## src/rtl/sio_pkg.sv

```systemverilog
package sio_pkg;

    typedef enum logic [1:0] {
        RX_IDLE,
        RX_START,
        RX_DATA,
        RX_STOP
    } rx_state_t;

    typedef enum logic [1:0] {
        TX_IDLE,
        TX_START,
        TX_DATA,
        TX_STOP
    } tx_state_t;

    // Transmit-mode field decode: only 10 releases RTS
    function automatic logic mode_rts_on(input logic [1:0] mode);
        return (mode != 2'b10);
    endfunction

    // Transmit-mode field decode: only 01 enables the tx interrupt
    function automatic logic mode_txirq_on(input logic [1:0] mode);
        return (mode == 2'b01);
    endfunction

endpackage

```

## src/rtl/sio_fifo.sv

```systemverilog
module sio_fifo #(
    parameter int DW    = 8,
    parameter int DEPTH = 16
) (
    input  logic          clk,
    input  logic          rst_n,
    input  logic          clr,
    input  logic          push,
    input  logic [DW-1:0] wdata,
    input  logic          pop,
    output logic [DW-1:0] head,
    output logic [$clog2(DEPTH):0] count,
    output logic          full,
    output logic          empty
);
    localparam int AW = $clog2(DEPTH);
    localparam int CW = AW + 1;

    logic [DW-1:0] mem [DEPTH];
    logic [CW-1:0] wr_ptr, rd_ptr;
    logic          do_push, do_pop;

    assign count   = wr_ptr - rd_ptr;
    assign full    = (count == CW'(DEPTH));
    assign empty   = (count == '0);
    assign do_push = push && !full;
    assign do_pop  = pop && !empty;
    assign head    = mem[rd_ptr[AW-1:0]];

    always_ff @(posedge clk or negedge rst_n) begin
        if (!rst_n) begin
            wr_ptr <= '0;
            rd_ptr <= '0;
        end else if (clr) begin
            wr_ptr <= '0;
            rd_ptr <= '0;
        end else begin
            if (do_push) wr_ptr <= wr_ptr + 1'b1;
            if (do_pop)  rd_ptr <= rd_ptr + 1'b1;
        end
    end

    always_ff @(posedge clk) begin
        if (do_push) mem[wr_ptr[AW-1:0]] <= wdata;
    end

    AST_NO_OVERFLOW: assert property (@(posedge clk) disable iff (!rst_n) count <= CW'(DEPTH));
    AST_FULL_DROP: assert property (@(posedge clk) disable iff (!rst_n) (push && full && !pop && !clr) |=> count == $past(count));
    AST_POP_ONE: assert property (@(posedge clk) disable iff (!rst_n) (pop && !push && !empty && !clr) |=> count == $past(count) - 1'b1);

endmodule

```

## src/rtl/sio_rx.sv

```systemverilog
module sio_rx
    import sio_pkg::*;
#(
    parameter int DW  = 8,
    parameter int OVS = 16
) (
    input  logic          clk,
    input  logic          rst_n,
    input  logic          clr,
    input  logic          tick,
    input  logic          rxd,
    output logic          push,
    output logic [DW-1:0] rx_byte
);
    localparam int CNT_W = $clog2(OVS);
    localparam int BIT_W = $clog2(DW);
    localparam int HALF  = OVS / 2;

    rx_state_t        st, st_n;
    logic [CNT_W-1:0] cnt, cnt_n;
    logic [BIT_W-1:0] bitc, bitc_n;
    logic [DW-1:0]    sh, sh_n;
    logic             rx_meta, rxs, prev;

    // two-flop synchroniser and tick-rate edge history
    always_ff @(posedge clk or negedge rst_n) begin
        if (!rst_n) begin
            rx_meta <= 1'b1;
            rxs     <= 1'b1;
            prev    <= 1'b1;
        end else begin
            rx_meta <= rxd;
            rxs     <= rx_meta;
            if (clr)       prev <= 1'b1;
            else if (tick) prev <= rxs;
        end
    end

    // state register
    always_ff @(posedge clk or negedge rst_n) begin
        if (!rst_n) begin
            st   <= RX_IDLE;
            cnt  <= '0;
            bitc <= '0;
            sh   <= '0;
        end else if (clr) begin
            st   <= RX_IDLE;
            cnt  <= '0;
            bitc <= '0;
            sh   <= '0;
        end else begin
            st   <= st_n;
            cnt  <= cnt_n;
            bitc <= bitc_n;
            sh   <= sh_n;
        end
    end

    // next state
    always_comb begin
        st_n   = st;
        cnt_n  = cnt;
        bitc_n = bitc;
        sh_n   = sh;
        unique case (st)
            RX_IDLE: begin
                if (tick && prev && !rxs) begin
                    st_n  = RX_START;
                    cnt_n = '0;
                end
            end
            RX_START: begin
                if (tick) begin
                    cnt_n = cnt + 1'b1;
                    if (cnt == CNT_W'(HALF - 1)) begin
                        if (!rxs) begin
                            st_n   = RX_DATA;
                            cnt_n  = '0;
                            bitc_n = '0;
                        end else begin
                            st_n = RX_IDLE;
                        end
                    end
                end
            end
            RX_DATA: begin
                if (tick) begin
                    cnt_n = cnt + 1'b1;
                    if (cnt == CNT_W'(OVS - 1)) begin
                        sh_n   = {rxs, sh[DW-1:1]};
                        bitc_n = bitc + 1'b1;
                        if (bitc == BIT_W'(DW - 1)) st_n = RX_STOP;
                    end
                end
            end
            RX_STOP: begin
                if (tick) begin
                    cnt_n = cnt + 1'b1;
                    if (cnt == CNT_W'(OVS - 1)) st_n = RX_IDLE;
                end
            end
        endcase
    end

    // outputs
    always_comb begin
        push    = (st == RX_STOP) && tick && (cnt == CNT_W'(OVS - 1)) && rxs && !clr;
        rx_byte = sh;
    end

    AST_START_VALID: assert property (@(posedge clk) disable iff (!rst_n) (st == RX_DATA && $past(st) == RX_START) |-> !$past(rxs));
    AST_FRAME_END: assert property (@(posedge clk) disable iff (!rst_n) push |=> st == RX_IDLE);
    AST_IDLE_FROM_STOP: assert property (@(posedge clk) disable iff (!rst_n) (st == RX_STOP && $past(st) == RX_DATA) |-> $past(bitc) == BIT_W'(DW - 1));

endmodule

```

## src/rtl/sio_tx.sv

```systemverilog
module sio_tx
    import sio_pkg::*;
#(
    parameter int DW  = 8,
    parameter int OVS = 16
) (
    input  logic          clk,
    input  logic          rst_n,
    input  logic          clr,
    input  logic          tick,
    input  logic          n_cts,
    input  logic          load,
    input  logic [DW-1:0] wdata,
    output logic          tx_empty,
    output logic          txd
);
    localparam int CNT_W = $clog2(OVS);
    localparam int BIT_W = $clog2(DW);

    tx_state_t        st, st_n;
    logic [CNT_W-1:0] cnt, cnt_n;
    logic [BIT_W-1:0] bitc, bitc_n;
    logic [DW-1:0]    sh, sh_n;
    logic [DW-1:0]    hold;
    logic             hold_full;
    logic             take;

    assign tx_empty = !hold_full;

    // holding register
    always_ff @(posedge clk or negedge rst_n) begin
        if (!rst_n) begin
            hold      <= '0;
            hold_full <= 1'b0;
        end else if (clr) begin
            hold_full <= 1'b0;
        end else if (take) begin
            hold_full <= 1'b0;
        end else if (load && !hold_full) begin
            hold      <= wdata;
            hold_full <= 1'b1;
        end
    end

    // state register
    always_ff @(posedge clk or negedge rst_n) begin
        if (!rst_n) begin
            st   <= TX_IDLE;
            cnt  <= '0;
            bitc <= '0;
            sh   <= '0;
        end else if (clr) begin
            st   <= TX_IDLE;
            cnt  <= '0;
            bitc <= '0;
            sh   <= '0;
        end else begin
            st   <= st_n;
            cnt  <= cnt_n;
            bitc <= bitc_n;
            sh   <= sh_n;
        end
    end

    // next state
    always_comb begin
        st_n   = st;
        cnt_n  = cnt;
        bitc_n = bitc;
        sh_n   = sh;
        take   = 1'b0;
        unique case (st)
            TX_IDLE: begin
                if (hold_full && !n_cts) begin
                    st_n  = TX_START;
                    cnt_n = '0;
                    sh_n  = hold;
                    take  = 1'b1;
                end
            end
            TX_START: begin
                if (tick) begin
                    cnt_n = cnt + 1'b1;
                    if (cnt == CNT_W'(OVS - 1)) begin
                        st_n   = TX_DATA;
                        bitc_n = '0;
                    end
                end
            end
            TX_DATA: begin
                if (tick) begin
                    cnt_n = cnt + 1'b1;
                    if (cnt == CNT_W'(OVS - 1)) begin
                        sh_n   = sh >> 1;
                        bitc_n = bitc + 1'b1;
                        if (bitc == BIT_W'(DW - 1)) st_n = TX_STOP;
                    end
                end
            end
            TX_STOP: begin
                if (tick) begin
                    cnt_n = cnt + 1'b1;
                    if (cnt == CNT_W'(OVS - 1)) st_n = TX_IDLE;
                end
            end
        endcase
    end

    // registered line output, driven from the state being entered
    always_ff @(posedge clk or negedge rst_n) begin
        if (!rst_n) begin
            txd <= 1'b1;
        end else if (clr) begin
            txd <= 1'b1;
        end else begin
            unique case (st_n)
                TX_IDLE:  txd <= 1'b1;
                TX_START: txd <= 1'b0;
                TX_DATA:  txd <= sh_n[0];
                TX_STOP:  txd <= 1'b1;
            endcase
        end
    end

    AST_START_LOW: assert property (@(posedge clk) disable iff (!rst_n) (st == TX_START) |-> !txd);
    AST_IDLE_HIGH: assert property (@(posedge clk) disable iff (!rst_n) (st == TX_IDLE || st == TX_STOP) |-> txd);
    AST_CTS_HOLD: assert property (@(posedge clk) disable iff (!rst_n) (st == TX_IDLE && n_cts && !clr) |=> st == TX_IDLE);
    AST_HOLD_KEPT: assert property (@(posedge clk) disable iff (!rst_n) (load && hold_full && !clr) |=> hold == $past(hold));

endmodule

```

## src/rtl/sio_unit.sv

```systemverilog
module sio_unit
    import sio_pkg::*;
#(
    parameter int DW    = 8,
    parameter int DEPTH = 16,
    parameter int OVS   = 16
) (
    input  logic          clk,
    input  logic          rst_n,
    input  logic          n_wr,
    input  logic          n_rd,
    input  logic          reg_sel,
    input  logic [DW-1:0] din,
    output logic [DW-1:0] dout,
    input  logic          tick16,
    input  logic          rxd,
    output logic          txd,
    output logic          n_rts,
    input  logic          n_cts
);
    // status and control layouts occupy eight bits, so DW must be at least 8
    localparam int CW = $clog2(DEPTH) + 1;

    logic          wr_ctl, wr_dat, rd_dat, mreset;
    logic [1:0]    tx_mode;
    logic          irq_en;
    logic          rx_push;
    logic [DW-1:0] rx_byte, fifo_head;
    logic [CW-1:0] fifo_cnt;
    logic          fifo_full, fifo_empty;
    logic          tx_empty;
    logic          rx_ready, irq;
    logic [DW-1:0] status;
    logic          unused_ctl;

    assign wr_ctl = !n_wr && !reg_sel;
    assign wr_dat = !n_wr && reg_sel;
    assign rd_dat = !n_rd && reg_sel;
    assign mreset = wr_ctl && (din[1:0] == 2'b11);
    assign unused_ctl = ^din[4:2];

    // control register
    always_ff @(posedge clk or negedge rst_n) begin
        if (!rst_n) begin
            tx_mode <= 2'b00;
            irq_en  <= 1'b0;
        end else if (mreset) begin
            tx_mode <= 2'b00;
            irq_en  <= 1'b0;
        end else if (wr_ctl) begin
            tx_mode <= din[6:5];
            irq_en  <= din[7];
        end
    end

    sio_fifo #(.DW(DW), .DEPTH(DEPTH)) u_fifo (
        .clk   (clk),
        .rst_n (rst_n),
        .clr   (mreset),
        .push  (rx_push),
        .wdata (rx_byte),
        .pop   (rd_dat),
        .head  (fifo_head),
        .count (fifo_cnt),
        .full  (fifo_full),
        .empty (fifo_empty)
    );

    sio_rx #(.DW(DW), .OVS(OVS)) u_rx (
        .clk     (clk),
        .rst_n   (rst_n),
        .clr     (mreset),
        .tick    (tick16),
        .rxd     (rxd),
        .push    (rx_push),
        .rx_byte (rx_byte)
    );

    sio_tx #(.DW(DW), .OVS(OVS)) u_tx (
        .clk      (clk),
        .rst_n    (rst_n),
        .clr      (mreset),
        .tick     (tick16),
        .n_cts    (n_cts),
        .load     (wr_dat),
        .wdata    (din),
        .tx_empty (tx_empty),
        .txd      (txd)
    );

    assign rx_ready = !fifo_empty;
    assign irq      = irq_en && (rx_ready || (mode_txirq_on(tx_mode) && tx_empty));
    assign status   = DW'({irq, 3'b000, 1'b0, 1'b0, tx_empty, rx_ready});
    assign dout     = reg_sel ? fifo_head : status;
    assign n_rts    = !(mode_rts_on(tx_mode) && (fifo_cnt <= CW'(DEPTH - 2)));

    AST_RTS_FULL: assert property (@(posedge clk) disable iff (!rst_n) fifo_full |-> n_rts);
    AST_MRESET_EMPTY: assert property (@(posedge clk) disable iff (!rst_n) mreset |=> (fifo_empty && tx_empty && !irq_en));
    AST_IRQ_OFF: assert property (@(posedge clk) disable iff (!rst_n) (!irq_en && !reg_sel) |-> !dout[7]);
    AST_FIXED_BITS: assert property (@(posedge clk) disable iff (!rst_n) !reg_sel |-> dout[6:2] == 5'b00000);

endmodule

```

## config.mk

```make
export PLATFORM = sky130hd
export DESIGN_NAME = sio_unit
export DESIGN_NICKNAME = d
export VERILOG_FILES = /design/src/rtl/sio_pkg.sv /design/src/rtl/sio_fifo.sv /design/src/rtl/sio_rx.sv /design/src/rtl/sio_tx.sv /design/src/rtl/sio_unit.sv
export SDC_FILE = /design/constraint.sdc
export NUM_CORES = 1
export LEC_CHECK = 0
export BUFFER_PORTS_ARGS = -buffer_cell sky130_fd_sc_hd__buf_2
export CAP_MARGIN = 15
export CORE_MARGIN = 2
export CORE_UTILIZATION = 30
export DETAILED_ROUTE_END_ITERATION = 7
export GPL_TIMING_DRIVEN = 0
export PLACE_DENSITY_LB_ADDON = 0.3
export SLEW_MARGIN = 20
export SYNTH_ARGS = -nofsm -noshare
export SYNTH_HDL_FRONTEND = slang
export SYNTH_SLANG_ARGS = --single-unit
```

## constraint.sdc

```tcl
create_clock -name clk -period 4.4 [get_ports clk]
set_input_delay 0.22 -clock clk [delete_from_list [all_inputs] [get_ports clk]]
set_output_delay 0.22 -clock clk [all_outputs]
set_load 0.02 [all_outputs]
```

[After elaboration in Yosys (flattened, before gate mapping)]
Memories as Yosys holds them, arrays and structs flattened.
Index checks and enable logic that the tools add are counted.
Operators by class
  add/subtract/negate cells: 7
  order comparisons: 1
  eq/ne operators: 34
  mux-type cells: 74
  bitwise logic cells: 2
  reduce and logical (&&, ||, !) cells: 53
Operator list (count)
  two-way mux 8 bit: 9
  two-way mux 2 bit: 21
  two-way mux 4 bit: 9
  two-way mux 3 bit: 11
  inequality test 3 x 1 -> 1 bit, second input constant: 7
  inequality test 3 x 2 -> 1 bit, second input constant: 7
  two-way mux 5 bit: 4
  logical AND 1 bit: 17
  one-hot mux 2 bit (4 select lines): 2
  one-hot mux 8 bit (2 select lines): 1
  == test 2 bit, second input constant: 7
  two-way mux 1 bit: 12
  one-hot mux 3 bit (2 select lines): 2
  one-hot mux 4 bit (3 select lines): 1
  nonzero test 2 bit: 6
  nonzero test 3 bit: 4
  adder 5 x 1 -> 5 bit, second input constant: 2
  zero test 1 bit: 10
  AND reduction 3 bit: 3
  adder 4 x 1 -> 4 bit, second input constant: 2
  == test 2 x 1 -> 1 bit, second input constant: 4
  == test 4 bit, second input constant: 2
  one-hot mux 4 bit (2 select lines): 1
  AND reduction 8 bit: 1
  19 further kinds: 26
Storage, ports and cells
  register bits: 60
  RAM bits: 128
  input port bits: 16
  memories kept: 1
Memory list
  u_fifo.mem: words 16, bits a word 8, read ports 1, clocked after memory_dff 0, wr ports 1, line sio_fifo.sv:19  | logic [DW-1:0] mem [DEPTH];

[Logic depth before layout (Yosys ltp)]
Gate-level depths: netlist of run 1.
  word-level depth: 9
  depth in mapped cells: 10

[By module]
Synthesis of run 1 repeated with hierarchy kept, for this count alone.
Second synthesis, totals
  cell total of the unflattened synthesis: 528
  area, all modules: 8459.4 um2
Modules (own cells, without submodules)
  sio_fifo: times used 1, cells an instance 282, area an instance 5745.5 um2, seq. area each 4093.9 um2
  sio_tx: times used 1, cells an instance 129, area an instance 1448.9 um2, seq. area each 676.9 um2
  sio_rx: times used 1, cells an instance 89, area an instance 1021.0 um2, seq. area each 504.2 um2
  sio_unit: times used 1, cells an instance 28, area an instance 244.0 um2, seq. area each 75.1 um2

[Worst setup path before layout of run 1]
OpenSTA, ideal clock, no wires.
  path kind: reg2reg
  start point: reg u_fifo.rd_ptr[1]
  end point: mem u_fifo.mem[12][0] (enable)
  setup time: 0.278 ns
  arrival time: 2.721 ns
  data required time: 4.122 ns
  path slack: 1.401 ns
  stages on the path, launching flop included: 10
  cells stage by stage: dfrtp_1 clkbuf_1 clkinv_1 fa_1 xor2_1 a211o_1 a211oi_4 nor2_2 clkbuf_1 and3_1
On the way
  longest elaborated chain between the ends: 6
Ends and longest elaborated chain
  start, declared: line sio_fifo.sv:20  | logic [CW-1:0] wr_ptr, rd_ptr;
  start signal, assigned: line sio_fifo.sv:39  | if (do_pop) rd_ptr <= rd_ptr + 1'b1;
  subtractor 5 bit: line sio_fifo.sv:23  | assign count = wr_ptr - rd_ptr;
  == test 5 bit: line sio_fifo.sv:24  | assign full = (count == CW'(DEPTH));
  zero test 1 bit: line sio_fifo.sv:26  | assign do_push = push && !full;
  logical AND 1 bit: line sio_fifo.sv:26
  two-way mux 1 bit: line sio_fifo.sv:44  | if (do_push) mem[wr_ptr[AW-1:0]] <= wdata;
  two-way mux 1 bit (not written as such): line sio_fifo.sv:44
  end, declared: line sio_fifo.sv:19
Every way passes these cells.

[Worst setup path in the final report of run 1]
  start point: reg u_fifo.rd_ptr[1]
  end point: mem u_fifo.mem[6][1] (enable)
The elaborated chain is that of the path after synthesis.

==> impl_metrics.csv, run 1 <==
group,metric,value,unit
placement,gp_congestion,0.812,
cts,clkSinkCount,188,
global_route,grt_pass1_vias,5034,
setup_path,path_max_fanout,10,
synth,netlist_instances,555,
placement,dp_cells,920,
global_route,gr-total-overflow,0,
setup_path,cp_data_required_time,4500,ps
global_route,grt_first_pass_wirelength,28400,um
pwr,power_frac_seq,43.5,%
synth,synth_top_cell_area_share,46.8,%
synth,synth_edf_count,128,
setup_path,r2r-start,"u_fifo.rd_ptr[1]",
synth,synth_cell_type_count,59,
placement,hpwl,12500,um
finish,final_cells,956,
setup_path,critPathKind,"flip-flop to flip-flop",
cts,htree_levels,4,
finish,fin_area,9380,um^2
floorplanning,coreArea,27000,um^2
detailed_routing,firstDrtPassIters,6,
worst_hold_path,holdCritStartpoint,"din[4]",
synth,synth-seq-cells,188,
timing,hold_viol_final,0,
floorplanning,floorplan.initialDensity,30.5,%
timing,hold_slack,24.6,ps
finish,layout.nets,636,
run_status,status,"finished clean",
pwr,power_density,521,nW/um^2
finish,drive_above_1_share,19.5,%
synth,synth_area_per_cell,14.8,um^2
cts,insertion_delay,440,ps
detailed_routing,wire_per_inst,18.9,um
synth,yosysMostFrequentCell,"edfxtp_1",
global_route,track_usage,13.2,%
pwr,p_sw_share,32.2,%
floorplanning,dieArea,28700,um^2
floorplanning,rows,60,
timing,tightestPinTransition,787,ps
finish,multiInputGateArea,2710,um^2
synth,synth.top_cells.by_count,"edfxtp_1, dfrtp_1, nand2_1",
timing,post-route-period-util,92.8,%
finish,seq_area,5350,um^2
pwr,p_clk_share,29.9,%
detailed_routing,num_vias,4870,
timing,maxSlewViolCount,0,
detailed_routing,ant_nets,0,
flow_run,maxCapViolations,0,
detailed_routing,drc_errors,0,
synth,synthesis.area,8220,um^2
global_route,grt_max_degree,61,
pwr,p_sw,1580,uW
placement,placed_area,8770,um^2
cts,clk_pin_slew,70,ps
cts,post_cts_buffers,0,
floorplanning,die_h,170,um
setup_path,crit_start,"u_fifo.rd_ptr[1]",
synth,synthFlopType,"edfxtp_1",
synth,synthArstFlopShare,31.9,%
cts,cts_made_buffers,17,
pwr,p_int,3310,uW
timing,fin_setup_tns,0,ps
cts,clk_path_buf_depth,2,
finish,syn_to_final_growth,14.1,%
synth,synth_nets,589,
finish,fillerInstances,2563,
floorplanning,ios,26,
synth,ys_warn_count,0,
setup_path,arrival,4180,ps
floorplanning,die_w,170,um
timing,rsz0062_at_grt,"false",
cts,cts_resized,0,
synth,ys_top_cells_by_area,"edfxtp_1, dfrtp_1, mux4_2",
detailed_routing,dr.first_iter.drc_count,390,
global_route,grt_antenna_before_repair,0,
cts,cts_root_buf,"clkbuf_16",
timing,min_period,4080,ps
timing,setup_viol,0,
pwr,p_comb_share,26.6,%
detailed_routing,vias_per_cell,5.09,
finish,n_antenna_cell,0,
detailed_routing,wirelength,18100,um
timing,fin_skew,17.3,ps
timing,relSlewSlack,47.6,%
placement,io_buffers,24,
synth,synth_top_cell_by_area,"edfxtp_1",
setup_path,cp-end-kind,"flip-flop",
pwr,peakVddDrop,0.000311,V
cts,cts_tree,"done",
pwr,p_leak,0.00350,uW
timing,max_freq,245,MHz
synth,yosysSeqAreaShare,65.1,%
setup_path,startpoint_type,"flip-flop",
worst_hold_path,worst_hold_path_type,"input port to flip-flop",
-- timing repair --
action / in CTS / in global routing
hold buffers: 4 / 0
setup endpoints to repair: 0 / 0
hold endpoints to repair: 59 / 0
-- flip-flops by register name, summed over array words and instances (netlist names), 2 cells and up --
name           flops
tx_mode            2
u_fifo.mem       128
u_fifo.rd_ptr      5
u_fifo.wr_ptr      5
u_rx.bitc          3
u_rx.cnt           4
u_rx.rx_byte       8
u_rx.st            2
u_tx.bitc          3
u_tx.cnt           4
u_tx.hold          8
u_tx.sh            8
u_tx.st            2
-- cells by family after synthesis --
group / Yosys count / synth area share [%]
flops: 188 / 65.1
buf+inv: 41 / 2.05
xor+xnor: 8 / 0.852
compound gates: 79 / 6.48
fa+ha+maj: 18 / 2.83
mux: 58 / 12.4
simple gates: 163 / 10.3
-- power groups by stage --
stage	Clock (uW)	Sequential [uW]	Combinational, uW
3_5_place_dp	0	2160	1310
3_3_place_gp	0	2150	1280
2_1_floorplan	0	2130	949
5_1_grt	1560	2150	1430
4_1_cts	1480	2130	1320
6_report	1460	2130	1300
-- stage by stage --
step | total power [uW] | setup slack, ps | utilization (%)
6_report | 4890 | 317 | 34.8
2_1_floorplan | 3080 | 1400 | -
5_1_grt | 5140 | 68.8 | 34.8
3_5_place_dp | 3470 | 346 | 32.6
4_1_cts | 4930 | 327 | 34.8
3_3_place_gp | 3430 | 455 | 32.5
-- path summary, 6_finish.rpt --
kind                                          to  slack, ps  cells after the start
max in group asynchronous           u_tx.hold[4]       3470                      2
min in group asynchronous             tx_mode[1]        420                      2
worst max register to register  u_fifo.mem[6][1]        320                      9
worst min register to register          u_rx.rxs        360                      0
worst min-delay path                u_tx.hold[4]         20                      2
worst max-delay path            u_fifo.mem[6][1]        320                      9
-- placed cells by master (no fill, tap or decap), drive strengths merged, types with 10 or more instances in the layout --
cell type	count
dfrtp	56
mux4	34
edfxtp	128
a21oi	26
nor2	30
inv	15
and3	25
clkbuf	34
ha	17
nand3	15
o21ai	10
mux2i	15
buf	35
nand2	53
-- per-layer routing --
| layer | vias up | routed length [um] | GRT usage, % |
|---|---|---|---|
| met4 | 0 | 468 | 5.65 |
| met1 | 2510 | 8000 | 16.8 |
| li1 | 2225 | - | - |
| met3 | 35 | 561 | 2.50 |
| met5 | - | 0 | 0 |
| met2 | 100 | 9080 | 22.0 |
-- cell type report --
| class | count | area share [%] |
|---|---|---|
| plain buffers | 26 | 1.20 |
| inverters | 15 | 0.600 |
| multi-input cells | 326 | 28.9 |
| clock buffers | 19 | 4.61 |
| well taps | 341 | 4.55 |
| flip-flops and latches | 188 | 57.0 |
| clock inverters | 13 | 1.37 |
| repair buffers | 28 | 1.73 |
-- critical path, cell delays in order (launching register included) --
cell and delay, ps:
dfrtp_1 360, clkbuf_1 380, clkinv_1 490, fa_1 640, nor3b_1 330, nand4_1 240
a211oi_4 510, nor2_2 150, clkbuf_1 220, and3_1 430
Note: power is estimated with default switching activity, not from simulation.
==> inputs of run 2 (changes only) <==
Clock period 4.4 ns to 4.3 ns, I/O delays scaled along.
==> impl_metrics.csv, run 2 (same netlist as run 1, synthesis figures left out) <==
group,metric,value,unit
finish,n_antenna_cell,0,
finish,drive_above_1_share,19.6,%
detailed_routing,firstDrtPassIters,4,
timing,rsz0062_at_grt,"false",
global_route,grt_first_pass_wirelength,28400,um
setup_path,path_max_fanout,10,
timing,relSlewSlack,47.8,%
setup_path,cp-end-kind,"flip-flop",
setup_path,arrival,4080,ps
detailed_routing,num_vias,4827,
floorplanning,floorplan.initialDensity,30.5,%
detailed_routing,vias_per_cell,5.04,
timing,fin_skew,17.5,ps
timing,max_freq,251,MHz
setup_path,cp_data_required_time,4400,ps
detailed_routing,wire_per_inst,18.8,um
pwr,peakVddDrop,0.000316,V
cts,cts_made_buffers,17,
pwr,p_comb_share,26.6,%
pwr,power_frac_seq,43.6,%
floorplanning,coreArea,27000,um^2
global_route,track_usage,13.2,%
timing,tightestPinTransition,783,ps
finish,layout.nets,637,
detailed_routing,wl_met3,698,um
floorplanning,dieArea,28700,um^2
floorplanning,rows,60,
finish,final_cells,957,
run_status,status,"finished clean",
setup_path,r2r-start,"u_fifo.rd_ptr[1]",
pwr,p_clk_share,29.8,%
finish,layout_commonest_cell,"edfxtp_1",
pwr,p_int,3390,uW
timing,hold_viol_final,0,
detailed_routing,wirelength,18000,um
floorplanning,ios,26,
cts,cts_tree,"done",
cts,insertion_delay,440,ps
placement,hpwl,12500,um
cts,htree_levels,4,
timing,fin_setup_tns,0,ps
setup_path,rr_worst_depth,9,
detailed_routing,drc_errors,0,
finish,final_cell_mix,"edfxtp_1, dfrtp_1, nand2_1",
pwr,power_density,532,nW/um^2
worst_hold_path,holdPathEnd,"irq_en",
detailed_routing,ant_nets,0,
setup_path,r2r_end,"u_fifo.mem[6][1]",
floorplanning,die_w,170,um
pwr,p_sw_share,32.2,%
global_route,grt_antenna_before_repair,0,
detailed_routing,wl_met2,9050,um
global_route,grt_max_degree,61,
timing,post-route-period-util,92.6,%
floorplanning,die_h,170,um
pwr,p_total,5000,uW
cts,clkSinkCount,188,
worst_hold_path,worst_hold_path_type,"input port to flip-flop",
timing,hold_slack,32.1,ps
worst_hold_path,whs_path_depth,2,
finish,fillerInstances,2564,
worst_hold_path,holdCritStartpoint,"din[7]",
flow_run,maxCapViolations,0,
placement,dp_cells,920,
finish,largest_reg_flops,128,
setup_path,critPathKind,"flip-flop to flip-flop",
pwr,p_sw,1610,uW
placement,gp_congestion,0.812,
global_route,gr-total-overflow,0,
cts,clk_path_buf_depth,2,
cts,cts_root_buf,"clkbuf_16",
detailed_routing,dr.first_iter.drc_count,351,
setup_path,startpoint_type,"flip-flop",
pwr,p_leak,0.00350,uW
finish,multiInputGateArea,2710,um^2
cts,clk_pin_slew,70,ps
finish,syn_to_final_growth,14.3,%
timing,setup_viol,0,
timing,min_period,3980,ps
timing,maxSlewViolCount,0,
placement,io_buffers,24,
cts,post_cts_buffers,0,
setup_path,r2r_slack,320,ps
detailed_routing,wl_met1,7840,um
global_route,grt_pass1_vias,5037,
detailed_routing,top_layer,"met4",
finish,seq_area,5350,um^2
## run 2: changes by cell type in the layout (fill, tap and decap cells not counted), sizes merged
cell	change
clkinv	-1
dlygate4sd3	+1
clkinvlp	+1
## run 2: repair_timing
action | CTS | global route
hold buffers | 5 | 0
endpoints found under the hold margin | 60 | 0
endpoints found under the setup margin | 0 | 20
resized for setup | 0 | 1
## run 2: area by class of cell
class                   instances  area share, %
clock inverters                13           1.37
clock buffers                  19           4.61
multi-input cells             326           28.9
inverters                      15          0.639
flip-flops and latches        188           56.9
plain buffers                  26           1.20
repair buffers                 29           1.84
well taps                     341           4.54
## run 2: worst max-delay path by stage
stage,from,slack (ps),end,cells past startpoint
finish,u_fifo.rd_ptr[1],320,u_fifo.mem[6][1],9
global route,u_fifo.rd_ptr[3],30,u_fifo.mem[6][6],9
CTS,u_fifo.rd_ptr[1],230,u_fifo.mem[6][6],9
detailed placement,u_fifo.rd_ptr[1],250,u_fifo.mem[6][3],9
global placement,u_fifo.rd_ptr[1],360,u_fifo.mem[15][3],7
floorplan,u_fifo.rd_ptr[1],1300,u_fifo.mem[12][0],9
## run 2: worst max-delay path, stage by stage, from the launching register on
cell        delay [ps]
dfrtp_1            360
clkbuf_1           420
clkinvlp_4         420
fa_1               590
nor3b_1            320
nand4_1            240
a211oi_4           510
nor2_2             150
clkbuf_1           220
and3_1             420
## run 2: power groups by stage
stage                     sequential, uW  combinational (uW)  clock [uW]
after detailed placement            2210                1340           0
after global routing                2200                1470        1600
after CTS                           2180                1350        1520
after floorplan                     2180                 971           0
final                               2180                1330        1490
after global placement              2200                1310           0
## run 2: through the flow
| step | util (%) | worst slack, ps | area, um^2 |
|---|---|---|---|
| after global routing | 34.9 | 32.7 | 9400 |
| final | 34.9 | 318 | 9400 |
| after CTS | 34.8 | 227 | 9390 |
| after floorplan | - | 1300 | 8220 |
| after detailed placement | 32.6 | 246 | 8770 |
| after global placement | 32.5 | 355 | 8770 |
## run 2: metal layers
layer | global-route usage, % | vias up
li1 | - | 2224
met1 | 16.8 | 2470
met2 | 22.0 | 104
met3 | 2.50 | 29
met4 | 5.65 | 0
met5 | 0 | -
==> inputs of run 3 (changes only) <==
==> constraint.sdc (replaced) <==
create_clock -name clk -period 4.8 [get_ports clk]
set_input_delay 0 -clock clk [delete_from_list [all_inputs] [get_ports clk]]
set_output_delay 0 -clock clk [all_outputs]
set_load 0.02 [all_outputs]
==> impl_metrics.csv, run 3 (same netlist as run 1, synthesis figures left out) <==
group,metric,value,unit
timing,hold_viol_final,0,
floorplanning,rows,60,
timing,relSlewSlack,47.4,%
setup_path,r2r_slack,710,ps
floorplanning,ios,26,
finish,final_cells,969,
floorplanning,die_h,170,um
cts,clk_pin_slew,70,ps
setup_path,r2r-start,"u_fifo.rd_ptr[1]",
timing,maxSlewViolCount,0,
floorplanning,die_w,170,um
pwr,power_density,472,nW/um^2
setup_path,critPathKind,"flip-flop to flip-flop",
setup_path,path_max_fanout,10,
detailed_routing,wirelength,18200,um
detailed_routing,dr.first_iter.drc_count,309,
pwr,p_leak,0.00355,uW
finish,syn_to_final_growth,15.7,%
cts,clk_path_buf_depth,2,
placement,gp_congestion,0.812,
finish,drive_above_1_share,19.1,%
worst_hold_path,worst_hold_path_type,"input port to flip-flop",
setup_path,arrival,4200,ps
timing,min_period,4090,ps
placement,io_buffers,24,
floorplanning,dieArea,28700,um^2
finish,fillerInstances,2553,
global_route,grt_pass1_vias,5080,
timing,post-route-period-util,85.3,%
timing,hold_slack,74.0,ps
cts,cts_tree,"done",
cts,insertion_delay,440,ps
setup_path,slowest_stage,"fa_1",
setup_path,crit_top_cell,"clkbuf_1",
placement,dp_cells,920,
timing,setup_viol,0,
setup_path,cp_data_required_time,4900,ps
timing,fin_setup_tns,0,ps
global_route,grt_max_degree,61,
worst_hold_path,holdPathEnd,"u_fifo.rd_ptr[2]",
flow_run,maxCapViolations,0,
setup_path,cp-end-kind,"flip-flop",
cts,htree_levels,4,
detailed_routing,wire_per_inst,18.8,um
detailed_routing,drc_errors,0,
worst_hold_path,whs_path_depth,4,
global_route,grt_antenna_before_repair,0,
finish,layout.nets,649,
finish,layout_commonest_cell,"edfxtp_1",
setup_path,r2r_end,"u_fifo.mem[6][1]",
timing,tightestPinTransition,790,ps
timing,rsz0062_at_grt,"false",
detailed_routing,wl_met3,717,um
setup_path,rr_worst_depth,9,
cts,cts_root_buf,"clkbuf_16",
floorplanning,floorplan.initialDensity,30.5,%
cts,cts_made_buffers,17,
pwr,p_total,4490,uW
detailed_routing,wl_met2,9140,um
finish,largest_reg_flops,128,
worst_hold_path,holdCritStartpoint,"reg_sel",
timing,max_freq,244,MHz
detailed_routing,wl_met1,7910,um
global_route,track_usage,13.2,%
run_status,status,"finished clean",
floorplanning,coreArea,27000,um^2
setup_path,startpoint_type,"flip-flop",
timing,fin_skew,19.7,ps
finish,n_antenna_cell,0,
global_route,gr-total-overflow,0,
cts,clkSinkCount,188,
global_route,grt_first_pass_wirelength,28600,um
placement,hpwl,12500,um
detailed_routing,top_layer,"met4",
setup_path,crit_chain,"clkbuf_1 -> clkinv_1 -> fa_1 -> nor3b_1 -> nand4_1 -> a211oi_4 -> nor2_2 -> clkbuf_1 -> and3_1",
detailed_routing,ant_nets,0,
detailed_routing,firstDrtPassIters,4,
cts,cts_resized,0,
setup_path,slowest_delay,640,ps
finish,final_cell_mix,"edfxtp_1, dfrtp_1, nand2_1",
detailed_routing,vias_per_cell,5.06,
pwr,peakVddDrop,0.000288,V
detailed_routing,num_vias,4907,
## run 3: cell count changes in the layout (fill, tap and decap cells not counted)
| cell | change |
|---|---|
| clkinvlp_4 | -1 |
| clkinv_1 | +1 |
| dlygate4sd3_1 | +12 |
## run 3: timing repair
action                    in CTS  in global routing
setup buffers                  0                  0
hold endpoints to repair      74                  1
hold buffers                  16                  1
## run 3: stage by stage
step                      instance area, um^2  util (%)  setup WS, ps
after floorplan                          8220         -          1800
after global placement                   8770      32.5           855
after detailed placement                 8770      32.6           746
after CTS                                9500      35.2           727
after global routing                     9510      35.3           469
final                                    9510      35.3           707
## run 3: worst max-delay path, delay by kind of cell (launching register included)
family | cells | cell delay, ps
flops | 1 | 360
simple gates | 4 | 1140
compound gates | 1 | 510
fa+ha+maj | 1 | 640
buf+inv | 3 | 1110
## run 3: metal layers
layer / GRT usage [%] / up-vias
met2: 22.1 / 105
met5: 0 / -
met4: 5.65 / 0
met1: 16.9 / 2518
met3: 2.50 / 34
li1: - / 2250
## run 3: where the power goes
group          internal, uW  switching, uW
clock network           683            652
logic                   509            697
registers              1850           97.1
total                  3050           1450
## run 3: final cells by class
| class | instances | area (um^2) | area share, % |
|---|---|---|---|
| clock buffer | 19 | 433 | 4.55 |
| timing repair buffer | 41 | 293 | 3.08 |
| clock inverter | 13 | 129 | 1.35 |
| multi-input combinational | 326 | 2710 | 28.5 |
| sequential | 188 | 5350 | 56.2 |
| inverter | 15 | 56.3 | 0.592 |
| buffer | 26 | 113 | 1.18 |
| tap | 341 | 427 | 4.49 |
## run 3: worst max-delay path by stage
| stage | start | depth (start not counted) | endpoint |
|---|---|---|---|
| after detailed placement | u_fifo.rd_ptr[1] | 9 | u_fifo.mem[6][3] |
| final | u_fifo.rd_ptr[1] | 9 | u_fifo.mem[6][1] |
| after CTS | u_fifo.rd_ptr[1] | 9 | u_fifo.mem[6][6] |
| after global routing | u_fifo.rd_ptr[1] | 9 | u_fifo.mem[6][6] |
| after global placement | u_fifo.rd_ptr[1] | 7 | u_fifo.mem[15][3] |
| after floorplan | u_fifo.rd_ptr[1] | 9 | u_fifo.mem[12][0] |
